===== config.mk =====
export PLATFORM = sky130hd
export DESIGN_NAME = ocp_trip_guard
export DESIGN_NICKNAME = d
export VERILOG_FILES = /design/src/rtl/ocp_pkg.sv /design/src/rtl/ocp_sync.sv /design/src/rtl/ocp_us_tick.sv /design/src/rtl/ocp_chan_filter.sv /design/src/rtl/ocp_crowbar.sv /design/src/rtl/ocp_trip_guard.sv
export SDC_FILE = /design/constraint.sdc
export NUM_CORES = 1
export LEC_CHECK = 0
export CORE_UTILIZATION = 45
export CTS_CLUSTER_DIAMETER = 30
export DETAILED_ROUTE_END_ITERATION = 16
export PLACE_DENSITY = 0.65
export SYNTH_ARGS = -nofsm -noshare
export SYNTH_HDL_FRONTEND = slang
export SYNTH_HIERARCHICAL = 1
export SYNTH_SLANG_ARGS = --single-unit

===== constraint.sdc =====
create_clock -name clk -period 5.4 [get_ports clk]
set_input_delay 0.81 -clock clk [delete_from_list [all_inputs] [get_ports clk]]
set_output_delay 0.81 -clock clk [all_outputs]
set_load 0.02 [all_outputs]

===== src/rtl/ocp_pkg.sv =====
package ocp_pkg;

  localparam int LIM_W = 8;

  // persistence time in microseconds for a delay select code
  function automatic logic [LIM_W-1:0] filter_limit_us(input logic [1:0] sel);
    logic [LIM_W-1:0] us;
    case (sel)
      2'b00:   us = LIM_W'(25);
      2'b01:   us = LIM_W'(50);
      2'b10:   us = LIM_W'(100);
      default: us = LIM_W'(200);
    endcase
    return us;
  endfunction

  // a severe-trip code arms the channel unless it is the off code
  function automatic logic qt_armed(input logic [1:0] code);
    return code != 2'b00;
  endfunction

endpackage


===== src/rtl/ocp_sync.sv =====
module ocp_sync #(
  parameter int W      = 4,
  parameter int STAGES = 2
) (
  input  logic         clk,
  input  logic         rst_n,
  input  logic [W-1:0] d,
  output logic [W-1:0] q
);
  logic [W-1:0] stg [STAGES];

  always_ff @(posedge clk or negedge rst_n) begin
    if (!rst_n) begin
      for (int k = 0; k < STAGES; k++) stg[k] <= '0;
    end else begin
      stg[0] <= d;
      for (int k = 1; k < STAGES; k++) stg[k] <= stg[k-1];
    end
  end

  assign q = stg[STAGES-1];
endmodule


===== src/rtl/ocp_us_tick.sv =====
module ocp_us_tick #(
  parameter int CLK_PER_US = 8
) (
  input  logic clk,
  input  logic rst_n,
  output logic tick
);
  localparam int PW = (CLK_PER_US > 1) ? $clog2(CLK_PER_US) : 1;
  localparam logic [PW-1:0] LAST = PW'(CLK_PER_US - 1);

  logic [PW-1:0] pre;

  assign tick = (pre == LAST);

  always_ff @(posedge clk or negedge rst_n) begin
    if (!rst_n)    pre <= '0;
    else if (tick) pre <= '0;
    else           pre <= pre + PW'(1);
  end

  generate
    if (CLK_PER_US > 1) begin : g_spacing
      assert_tick_spacing_R1: assert property (@(posedge clk) disable iff (!rst_n)
        tick |=> !tick);
    end
  endgenerate
endmodule


===== src/rtl/ocp_chan_filter.sv =====
module ocp_chan_filter
  import ocp_pkg::*;
(
  input  logic             clk,
  input  logic             rst_n,
  input  logic             tick,
  input  logic             slow_s,
  input  logic             fast_s,
  input  logic [1:0]       qt_code,
  input  logic [LIM_W-1:0] limit,
  input  logic             trip_clear,
  output logic             tripped,
  output logic             slow_evt,
  output logic             fast_evt,
  output logic             qt_new
);
  logic [LIM_W-1:0] cnt;
  logic [LIM_W-1:0] lim_m1;

  assign lim_m1   = limit - LIM_W'(1);
  assign fast_evt = fast_s & qt_armed(qt_code);
  assign slow_evt = slow_s & tick & (cnt >= lim_m1);
  assign qt_new   = fast_evt & ~tripped;

  // persistence counter: restarts whenever the flag is absent
  always_ff @(posedge clk or negedge rst_n) begin
    if (!rst_n)                     cnt <= '0;
    else if (!slow_s)               cnt <= '0;
    else if (tick && cnt < lim_m1)  cnt <= cnt + LIM_W'(1);
  end

  always_ff @(posedge clk or negedge rst_n) begin
    if (!rst_n)                     tripped <= 1'b0;
    else if (trip_clear)            tripped <= 1'b0;
    else if (slow_evt || fast_evt)  tripped <= 1'b1;
  end

  assert_trip_has_cause_R1: assert property (@(posedge clk) disable iff (!rst_n)
    $rose(tripped) |-> $past(slow_evt || fast_evt));

  assert_off_code_ignored_R4: assert property (@(posedge clk) disable iff (!rst_n)
    ($rose(tripped) && $past(qt_code) == 2'b00) |-> $past(slow_evt));

  assert_count_restart_R2: assert property (@(posedge clk) disable iff (!rst_n)
    !slow_s |=> cnt == '0);

  assert_latch_hold_R5: assert property (@(posedge clk) disable iff (!rst_n)
    (tripped && !trip_clear) |=> tripped);
endmodule


===== src/rtl/ocp_crowbar.sv =====
module ocp_crowbar #(
  parameter int PULSE_US = 20
) (
  input  logic clk,
  input  logic rst_n,
  input  logic tick,
  input  logic start,
  input  logic trip_clear,
  output logic strobe,
  output logic shut_all
);
  localparam int CW = $clog2(PULSE_US + 1);

  logic [CW-1:0] cnt;

  assign strobe = (cnt != '0);

  always_ff @(posedge clk or negedge rst_n) begin
    if (!rst_n)           cnt <= '0;
    else if (cnt == '0) begin
      if (start)          cnt <= CW'(PULSE_US);
    end else if (tick)    cnt <= cnt - CW'(1);
  end

  always_ff @(posedge clk or negedge rst_n) begin
    if (!rst_n)          shut_all <= 1'b0;
    else if (trip_clear) shut_all <= 1'b0;
    else if (start)      shut_all <= 1'b1;
  end

  assert_strobe_cause_R7: assert property (@(posedge clk) disable iff (!rst_n)
    $rose(strobe) |-> $past(start));

  assert_width_bound_R7: assert property (@(posedge clk) disable iff (!rst_n)
    cnt <= CW'(PULSE_US));

  assert_no_extend_R7: assert property (@(posedge clk) disable iff (!rst_n)
    (strobe && !tick) |=> $stable(cnt));
endmodule


===== src/rtl/ocp_trip_guard.sv =====
module ocp_trip_guard
  import ocp_pkg::*;
#(
  parameter int NUM_CH     = 4,
  parameter int CLK_PER_US = 8,
  parameter int CROWBAR_US = 20,
  parameter int SYNC_STG   = 2
) (
  input  logic                clk,
  input  logic                rst_n,
  input  logic [NUM_CH-1:0]   slow_oc_raw,
  input  logic [NUM_CH-1:0]   fast_oc_raw,
  input  logic [1:0]          delay_sel,
  input  logic [2*NUM_CH-1:0] qt_code,
  input  logic                fault_pol,
  input  logic                crowbar_qt_en,
  input  logic                force_sd_in,
  input  logic                force_sd_pol,
  input  logic                trip_clear,
  output logic [NUM_CH-1:0]   gate_off,
  output logic [NUM_CH-1:0]   oc_status,
  output logic                fault_out,
  output logic                crowbar_out
);
  logic [NUM_CH-1:0] slow_s, fast_s;
  logic [NUM_CH-1:0] tripped, slow_evt, fast_evt, qt_new;
  logic              tick, cb_start, shut_all, force_hit, any_oc;
  logic [LIM_W-1:0]  limit;

  ocp_sync #(.W(NUM_CH), .STAGES(SYNC_STG)) u_sync_slow (
    .clk(clk), .rst_n(rst_n), .d(slow_oc_raw), .q(slow_s));
  ocp_sync #(.W(NUM_CH), .STAGES(SYNC_STG)) u_sync_fast (
    .clk(clk), .rst_n(rst_n), .d(fast_oc_raw), .q(fast_s));

  ocp_us_tick #(.CLK_PER_US(CLK_PER_US)) u_tick (
    .clk(clk), .rst_n(rst_n), .tick(tick));

  assign limit = filter_limit_us(delay_sel);

  generate
    for (genvar i = 0; i < NUM_CH; i++) begin : g_ch
      ocp_chan_filter u_filt (
        .clk(clk), .rst_n(rst_n), .tick(tick),
        .slow_s(slow_s[i]), .fast_s(fast_s[i]),
        .qt_code(qt_code[2*i +: 2]), .limit(limit),
        .trip_clear(trip_clear),
        .tripped(tripped[i]), .slow_evt(slow_evt[i]),
        .fast_evt(fast_evt[i]), .qt_new(qt_new[i]));
    end
  endgenerate

  assign cb_start = crowbar_qt_en & (|qt_new);

  ocp_crowbar #(.PULSE_US(CROWBAR_US)) u_cb (
    .clk(clk), .rst_n(rst_n), .tick(tick), .start(cb_start),
    .trip_clear(trip_clear), .strobe(crowbar_out), .shut_all(shut_all));

  assign force_hit   = (force_sd_in == force_sd_pol);
  assign any_oc      = |tripped;
  assign oc_status   = tripped;
  assign fault_out   = fault_pol ? any_oc : ~any_oc;
  assign gate_off    = tripped | {NUM_CH{shut_all | force_hit}};

  assert_force_clamp_R9: assert property (@(posedge clk) disable iff (!rst_n)
    (force_sd_in == force_sd_pol) |-> (&gate_off));

  assert_fault_level_R6: assert property (@(posedge clk) disable iff (!rst_n)
    (|oc_status) |-> (fault_out == fault_pol));

  assert_clear_effect_R5: assert property (@(posedge clk) disable iff (!rst_n)
    trip_clear |=> (oc_status == '0));

  assert_gate_covers_status_R11: assert property (@(posedge clk) disable iff (!rst_n)
    (gate_off & oc_status) == oc_status);

  assert_severe_needs_code_R3: assert property (@(posedge clk) disable iff (!rst_n)
    $rose(crowbar_out) |-> $past(crowbar_qt_en && (|fast_evt)));
endmodule


==> out/metrics.csv <==
stage,metric,value,unit
floorplanning,Chip Width,98.70,µm
clock_network,Skew-Pair Late Insertion Delay,0.34,ns
synthesis,number of enable flip-flop cells after synthesis,0,
sta,Max Fclk,228.5,MHz
critical_path,slowest stage cell on the critical path,nor2_1,
sta,unrepaired setup endpoints after global routing,false,
floorplanning,Die ar.,9742,µm²
synthesis,Syn Inst Count,430,
floorplanning,Core Box Area,8891,µm²
clock_network,hold buffers post-CTS,0,
power_and_ir_drop,Comb pwr share,0.197,
placed_design,Placed Area,4564,µm²
detailed_routing,WL final,8707,µm
clock_network,clock-pin slew on the worst setup and hold paths,0.08,ns
critical_path,Crit path depth,14,
grt,number of global-route vias before repair,3356,
synthesis,syn_nets,503,
flow_run,MaxCap Viol Count,0,
critical_path,Setup crit end kind,flip-flop,
synthesis,Seq cells post-synth,61,
sta,final setup vio count,0,
sta,Hold WS,0.3530,ns
critical_path,Critical Path Sink,g_ch[2].u_filt/cnt[3]$_DFFE_PN0P_,
clock_network,clk buf depth,2,
detailed_routing,via count,3301,
clock_network,post-cts sizing count,0,
sta,pins over their slew limit,0,
power_and_ir_drop,Int Pwr,0.8623,mW
sta,total negative slack,0,ns
critical_path,Crit Reg-Reg Endpoint,g_ch[3].u_filt/cnt[7]$_DFFE_PN0P_,
clock_network,CTS sink count,61,
grt,total gr overflow,0,
sta,period utilisation layout,0.8106,
detailed_routing,Post-route DRC,0,
synthesis,Async SR Flop Fraction,1.000,
cells_and_area,Fill cells,805,
detailed_routing,Starting DRT DRC Count,127,
critical_path,CP Launch Type,input pin,
outcome,status,"complete, no violations",
grt,initial antenna violation count,0,
cells_and_area,share of cells above drive strength 1,0.08817,
cells_and_area,"most common cell after layout, fill and taps aside",dfrtp_1,
critical_path,Top delay family on crit path,simple AND/OR/NAND/NOR gates,
power_and_ir_drop,sequential power share,0.412,
synthesis,Post-Syn Area,4208,µm²
critical_path,worst reg-to-reg setup slack,3.13,ns
cells_and_area,Nets,533,
power_and_ir_drop,switching power,0.3705,mW
grt,largest net degree at the start of global routing,62,
clock_network,clock root buffer master,clkbuf_8,
critical_path,reg2reg start,u_tick/pre[0]$_DFF_PN0_,
power_and_ir_drop,clock share of power,0.391,
clock_network,CTS buffer count,9,
synthesis,yosys warns,6,
detailed_routing,post-route ant nets,0,
sta,clk_skew,0.007721,ns
cells_and_area,post-route cell area,4793,µm²
critical_path,Worst path max stage delay,0.80,ns
sta,Fin. Hold Viols,0,
synthesis,Mapped Avg Cell Area,9.786,µm²
synthesis,post-synth cell types,48,
sta,Final min period,4.377,ns
power_and_ir_drop,Static Leak,2.041,nW
critical_path,WP data required,5.66,ns
critical_path,"Cell Chain, Critical Path","clkdlybuf4s50_1, inv_1, ha_1, nor2_1, nor2_1, nor4_1, nand2_1, xor2_1, ha_1, a41o_1, a21oi_2, nand2_2, or4_1, a21oi_1",
detailed_routing,DRT Pass-1 Iters,4,
critical_path,CP Class,in2reg,
sta,Rel. slew slack,0.2964,
floorplanning,Die H,98.70,µm
clock_network,CTS tree,done,
grt,first-pass GRT wire length,15150,µm
floorplanning,Initial Util,0.4733,
power_and_ir_drop,Max VDD drop,0.1618,mV
power_and_ir_drop,pwr dens,257.2,nW/µm²
floorplanning,num rows,34,
cells_and_area,synthesis-to-finish area growth,13.92,%
synthesis,Post-synth top flop,dfrtp_1,
cells_and_area,Ant. Diodes,0,
power_and_ir_drop,Switching Fraction,0.3005,
detailed_routing,vias per cell,5.761,
placed_design,routability cong.,0.7713,
critical_path,worst path bufs/invs,2,
grt,gr usage total,0.1940,
placed_design,DP Wirelength,6061,µm
power_and_ir_drop,total power,1.233,mW
critical_path,CP arrival,4.64,ns
detailed_routing,per-cell routed wire length,15.20,µm
cells_and_area,most frequent cells in the layout,"61 x dfrtp_1, 48 x ha_1, 35 x a21oi_1",
floorplanning,I/O pins,35,
synthesis,"Seq/Total Area, Yosys",0.3628,
placed_design,I/O Buffers,34,
critical_path,crit path launch,delay_sel[1],
min_path,Worst Hold Class,reg2reg,
critical_path,worst-case reg-to-reg path depth,5,
clock_network,Post-CTS Setup Bufs,0,
sta,worst-margin pin slew,1.052,ns
clock_network,H-tree depth,3,
critical_path,"Max FO, Critical Path",15,
stage by stage:
step	worst slack, ns	utilization	instances
floorplan	1.623	-	430
global placement	0.8316	0.5134	557
detailed placement	0.7213	0.5134	557
CTS	1.076	0.5391	573
global route	0.7549	0.5391	573
finish	1.023	0.5391	573
worst reg2reg max path, stage by stage, from the launching register on:
cell and delay [ns]:
dfrtp_1 0.37, ha_1 0.16, ha_1 0.64, nand2_2 0.32, or4_1 0.54, a21oi_1 0.17
cell usage after synthesis, types with 5 or more instances:
cell type	number	area [µm²]
or3_1	6	37.54
or3b_1	5	43.79
a21oi_1	35	175.2
buf_4	8	60.06
xor2_1	8	70.07
nor2_1	14	52.55
inv_1	25	93.84
nor2b_1	6	37.54
nor3b_1	8	60.06
nand2_1	29	108.9
or4_1	16	120.1
o21ai_0	6	30.03
o31ai_1	19	142.6
nor4_1	5	31.28
nand4_1	12	75.07
nand2b_1	7	43.79
dfrtp_1	61	1526
nand3_1	10	50.05
mux2i_1	8	80.08
ha_1	48	600.6
xnor2_1	19	166.4
nor3_1	8	40.04
logic make-up after synthesis:
logic type | count (synthesis) | synth area share
AOI/OAI and AO/OA | 98 | 0.1615
and+or+nand+nor | 146 | 0.2049
adders and majority gates | 48 | 0.1427
DFF | 61 | 0.3628
buffers and inverters | 42 | 0.05293
muxes | 8 | 0.01903
xor gates and xnor gates | 27 | 0.05620
metal layers:
layer  vias to the layer above  share of wire  global-route usage
met3                         2          0.038             0.04326
met4                         0         0.0044             0.06200
li1                       1646              -                   -
met5                         -              0                   0
met2                        62           0.49              0.3364
met1                      1591           0.47              0.2404
flip-flops by register name, summed over array words and instances (netlist names):
| register | flops |
|---|---|
| u_sync_fast/q | 4 |
| u_sync_fast/stg | 4 |
| u_sync_slow/stg | 4 |
| u_sync_slow/q | 4 |
| g_ch.u_filt/cnt | 32 |
| u_cb/shut_all | 1 |
| g_ch.u_filt/tripped | 4 |
| u_tick/pre | 3 |
| u_cb/cnt | 5 |
layout make-up:
cell class                 instances  area (µm²)  share of cell area
clock buffer                       9       123.9             0.02584
timing repair buffer              36       350.3             0.07309
inverter                          25       93.84             0.01958
multi-input combinational        327        2459              0.5129
tap                              108       135.1             0.02819
clock inverter                     7       105.1             0.02193
sequential                        61        1526              0.3185
worst min path at each step:
| stage | from | end | slack, ns | depth (start not counted) |
|---|---|---|---|---|
| floorplan | u_sync_fast/stg[4]$_DFF_PN0_ | u_sync_fast/q[0]$_DFF_PN0_ | 0.33 | 0 |
| global placement | u_sync_slow/stg[7]$_DFF_PN0_ | u_sync_slow/q[3]$_DFF_PN0_ | 0.33 | 0 |
| detailed placement | u_sync_slow/stg[7]$_DFF_PN0_ | u_sync_slow/q[3]$_DFF_PN0_ | 0.33 | 0 |
| CTS | u_sync_fast/stg[4]$_DFF_PN0_ | u_sync_fast/q[0]$_DFF_PN0_ | 0.36 | 0 |
| global route | u_sync_fast/stg[4]$_DFF_PN0_ | u_sync_fast/q[0]$_DFF_PN0_ | 0.36 | 0 |
| finish | u_sync_slow/stg[7]$_DFF_PN0_ | u_sync_slow/q[3]$_DFF_PN0_ | 0.35 | 0 |
power by group through the flow:
stage	sequential, mW	clock [mW]	combinational (mW)
after floorplan	0.510	0	0.169
after global placement	0.515	0	0.232
after detailed placement	0.516	0	0.242
after CTS	0.508	0.499	0.245
after global routing	0.513	0.516	0.271
final	0.508	0.482	0.243
Note: power is estimated with default switching activity, not from simulation.
